===== src/rtl/branch_unit.sv =====
module branch_unit #(
  parameter int PC_W   = 16,
  parameter int OFF_W  = 8,
  parameter int KIND_W = 4
) (
  input  logic              clk,
  input  logic              rst_n,
  input  logic              valid_i,
  input  logic [KIND_W-1:0] kind_i,
  input  logic [PC_W-1:0]   next_pc_i,
  input  logic [OFF_W-1:0]  rel_off_i,
  input  logic [PC_W-1:0]   abs_tgt_i,
  input  logic              flag_n_i,
  input  logic              flag_z_i,
  input  logic              flag_v_i,
  input  logic              flag_c_i,
  output logic              valid_o,
  output logic              taken_o,
  output logic [PC_W-1:0]   pc_o
);
  localparam int EXT_W = PC_W - OFF_W;
  localparam logic [KIND_W-1:0] K_ALW = KIND_W'(0);
  localparam logic [KIND_W-1:0] K_ABS = KIND_W'(1);
  localparam logic [KIND_W-1:0] K_CC  = KIND_W'(2);
  localparam logic [KIND_W-1:0] K_CS  = KIND_W'(3);
  localparam logic [KIND_W-1:0] K_EQ  = KIND_W'(4);
  localparam logic [KIND_W-1:0] K_NE  = KIND_W'(5);
  localparam logic [KIND_W-1:0] K_MI  = KIND_W'(6);
  localparam logic [KIND_W-1:0] K_PL  = KIND_W'(7);
  localparam logic [KIND_W-1:0] K_GT  = KIND_W'(8);
  localparam logic [KIND_W-1:0] K_LE  = KIND_W'(9);

  logic [PC_W-1:0] rel_tgt;
  logic            sgn_lt;
  logic            cond;

  assign rel_tgt = next_pc_i + {{EXT_W{rel_off_i[OFF_W-1]}}, rel_off_i};
  assign sgn_lt  = flag_n_i ^ flag_v_i;

  always_comb begin
    case (kind_i)
      K_ALW, K_ABS: cond = 1'b1;
      K_CC:         cond = ~flag_c_i;
      K_CS:         cond = flag_c_i;
      K_EQ:         cond = flag_z_i;
      K_NE:         cond = ~flag_z_i;
      K_MI:         cond = flag_n_i;
      K_PL:         cond = ~flag_n_i;
      K_GT:         cond = ~flag_z_i & ~sgn_lt;
      K_LE:         cond = flag_z_i | sgn_lt;
      default:      cond = 1'b0;
    endcase
  end

  always_ff @(posedge clk) begin
    if (!rst_n) begin
      valid_o <= 1'b0;
      taken_o <= 1'b0;
      pc_o    <= '0;
    end else begin
      valid_o <= valid_i;
      taken_o <= valid_i & cond;
      if (valid_i)
        pc_o <= !cond ? next_pc_i : (kind_i == K_ABS) ? abs_tgt_i : rel_tgt;
    end
  end


  taken_needs_valid_chk: assert property (@(posedge clk) disable iff (!rst_n)
    taken_o |-> valid_o);

  valid_delay_chk: assert property (@(posedge clk) disable iff (!rst_n)
    valid_i |=> valid_o);

  abs_jump_chk: assert property (@(posedge clk) disable iff (!rst_n)
    (valid_i && kind_i == K_ABS) |=> (taken_o && pc_o == $past(abs_tgt_i)));

  rel_always_chk: assert property (@(posedge clk) disable iff (!rst_n)
    (valid_i && kind_i == K_ALW) |=> taken_o);

  equal_chk: assert property (@(posedge clk) disable iff (!rst_n)
    (valid_i && kind_i == K_EQ) |=> (taken_o == $past(flag_z_i)));

  carry_set_chk: assert property (@(posedge clk) disable iff (!rst_n)
    (valid_i && kind_i == K_CS) |=> (taken_o == $past(flag_c_i)));

  minus_chk: assert property (@(posedge clk) disable iff (!rst_n)
    (valid_i && kind_i == K_MI) |=> (taken_o == $past(flag_n_i)));

  fallthrough_chk: assert property (@(posedge clk) disable iff (!rst_n)
    valid_i |=> (taken_o || pc_o == $past(next_pc_i)));

  reserved_kind_chk: assert property (@(posedge clk) disable iff (!rst_n)
    (valid_i && kind_i > K_LE) |=> !taken_o);

  idle_hold_chk: assert property (@(posedge clk) disable iff (!rst_n)
    !valid_i |=> (!taken_o && !valid_o && $stable(pc_o)));
endmodule


===== config.mk =====
export PLATFORM = sky130hd
export DESIGN_NAME = branch_unit
export DESIGN_NICKNAME = d
export VERILOG_FILES = /design/src/rtl/branch_unit.sv
export SDC_FILE = /design/constraint.sdc
export NUM_CORES = 1
export LEC_CHECK = 0
export ABC_CLOCK_PERIOD_IN_PS = 4200
export BUFFER_PORTS_ARGS = -buffer_cell sky130_fd_sc_hd__buf_2
export CORE_UTILIZATION = 25
export DETAILED_ROUTE_END_ITERATION = 10
export PLACE_DENSITY = 0.56
export SLEW_MARGIN = 20
export SYNTH_ARGS = -nofsm -noshare
export SYNTH_HDL_FRONTEND = slang
export SYNTH_SLANG_ARGS = --single-unit

===== constraint.sdc =====
create_clock -name clk -period 4.2 [get_ports clk]
set_input_delay 0.63 -clock clk [delete_from_list [all_inputs] [get_ports clk]]
set_output_delay 0.63 -clock clk [all_outputs]
set_load 0.03 [all_outputs]

==> impl_metrics.ini <==
[global_routing]
grt_pass1_wl_um = 8140
grt_pass1_vias = 1772
grt_max_degree = 30
overflow = 0
antenna_found_initial = 1
grt_usage = 0.135

[drt]
drcViolationCount = 0
first_pass_iters = 4
wirelength_um = 5120
num_vias = 1905
via_per_inst = 4.88
drtIter0Drc = 83
post_drt_wl_per_cell_um = 13.1
drtAntennaViolNets = 0

[sta]
timing.final.crit_share = 0.626
fin_setup_tns_ns = 0
worstMarginPinSlew_ns = 0.787
fin_skew_ns = 0
fmax_ghz = 0.380
hold_viol_final = 0
max-slew-margin-rel = 0.475
slew_viol_final = 0
grt_setup_unrepaired = no
period_minus_slack_ns = 2.63
setup_viol = 0

[final_layout]
syn2layout_area_growth_pct = 26.3
layout-drive-gt1-share = 0.272
final_cell_mix = buf_2, nand2_1, dfxtp_1, o21ai_0, ha_1
nNetsFinal = 362
fillers = 751
utilization = 0.330
final_common_cell = buf_2
diodes = 0

[floorplanning]
ios = 69
std_cell_rows = 30
die_w_um = 86.5
die_y_um = 86.5
coreArea_um2 = 6830
die-area_um2 = 7480
initial_core_util = 0.261

[cts]
clk_latency_ns = 0.25
cts.sinks = 18
cts_buffer_depth = 2
post_cts_buffers = 0
cts_resized = 0
clkTransAtPathRegs_ns = 0.07
holdBufCountCts = 0
htree_num_levels = 1
root_buffer = clkbuf_8
cts_buffers = 3
cts_tree = done

[power_and_ir_drop]
power_density_nw_per_um2 = 269
peakVddDrop_mv = 0.0937
power.leakage_nw = 1.02

[logic_synthesis]
ys.warnings.count = 0
yosysTopAreaCell = dfxtp_1
synthFlopType = dfxtp_1
syn_inst = 234
synth.distinct_cells = 52
syn_area_per_cell_um2 = 7.63
synth_area_um2 = 1790
synth_edf_count = 0
ys_seq_area_frac = 0.202
syn_nets = 301
synthArstFlopShare = 0
synth.top_cell.area_share = 0.202
synth-seq-cells = 18
synth_area_leaders = dfxtp_1, ha_1, nand2_1

[setup_path]
required_ns = 4.39
crit_type = input pin to register
arrival_ns = 2.82
worstPathMaxFanout = 3
cp-end-kind = register
start_kind = input pin

[placement]
gp_congestion = 0.910
dp_hpwl_um = 4090
io_buffers = 68

[hold_path]
min_path_type = register to register

[outcome]
status = complete, no violations

[flow_run]
drv_cap = 0
[flip-flops by register name (all words and copies together) (netlist names)]
name / cells
pc_o: 16
taken_o: 1
valid_o: 1
[path summary, 6_finish.rpt]
path,start,endpoint,slack (ns),cells after the start
max,next_pc_i[0],pc_o[14]$_SDFFE_PN0P_,1.57,10
min,pc_o[5]$_SDFFE_PN0P_,pc_o[5]$_SDFFE_PN0P_,0.47,2
max reg2reg,pc_o[9]$_SDFFE_PN0P_,pc_o[9]$_SDFFE_PN0P_,3.42,4
min reg2reg,pc_o[5]$_SDFFE_PN0P_,pc_o[5]$_SDFFE_PN0P_,0.47,2
[power by group]
part | internal, W | leakage [nW] | switching (W) | total (W)
Clock | 0.0000833 | 0.0288 | 0.0000596 | 0.000143
Combinational | 0.000110 | 0.839 | 0.000160 | 0.000270
Sequential | 0.000186 | 0.149 | 0.00000656 | 0.000193
[layer usage]
| metal | vias to the layer above | routed length, um | global-route usage |
|---|---|---|---|
| met2 | 53 | 2310 | 0.232 |
| met3 | 4 | 326 | 0.0181 |
| met4 | 2 | 29 | 0.0318 |
| met5 | - | 13 | 0 |
| met1 | 863 | 2430 | 0.180 |
| li1 | 983 | - | - |
[metrics by stage]
step	hold WS, ns	power [W]	std cells	cell area, um2	setup WS [ns]
2_1_floorplan	0.597	0.000388	234	1790	1.67
3_3_place_gp	0.461	0.000466	386	2200	1.38
3_5_place_dp	0.461	0.000467	386	2200	1.30
4_1_cts	0.474	0.000610	390	2250	1.56
5_1_grt	0.504	0.000644	390	2250	1.41
6_report	0.469	0.000606	390	2250	1.57
[worst max-delay path: stages]
cell and delay, ns:
buf_2 0.11, ha_1 0.25, fa_1 0.43, a21o_1 0.22, a221oi_2 0.34, o21ai_1 0.21
o22ai_1 0.23, xnor2_1 0.14, nand3_1 0.09, a31oi_1 0.19
[cell type report]
cell class / count / area (um2) / share of cell area
repair buffers: 69 / 348 / 0.154
well taps: 96 / 120 / 0.0533
flip-flops and latches: 18 / 360 / 0.160
inverters: 7 / 26.3 / 0.0117
clock buffers: 4 / 55.1 / 0.0244
multi-input cells: 196 / 1350 / 0.597
[cell usage after synthesis, types with 2 or more instances]
cell and number:
nand3_1 5, ha_1 15, nor2_1 10, xnor2_1 10, inv_1 6, o21ai_1 7, a31oi_1 4, buf_4 2
o21ai_0 17, o22ai_1 5, buf_2 4, and2_1 3, a21o_1 7, nand3b_1 5, nand2_1 32, mux2i_1 2
clkbuf_1 6, nor2b_1 2, nor3_1 4, a21boi_0 3, nand4_1 2, dfxtp_1 18, and3_1 2, nand2b_1 4
xor2_1 6, o211ai_1 14, a21oi_1 14
[kinds of logic after synthesis]
family / Yosys count / share of synthesized area
AOI/OAI and AO/OA: 87 / 0.330
xor gates and xnor gates: 16 / 0.0785
adders and majority gates: 16 / 0.116
buffers and inverters: 20 / 0.0497
DFF: 18 / 0.202
muxes: 2 / 0.0112
and+or+nand+nor: 75 / 0.212
Note: power is estimated with default switching activity, not from simulation.
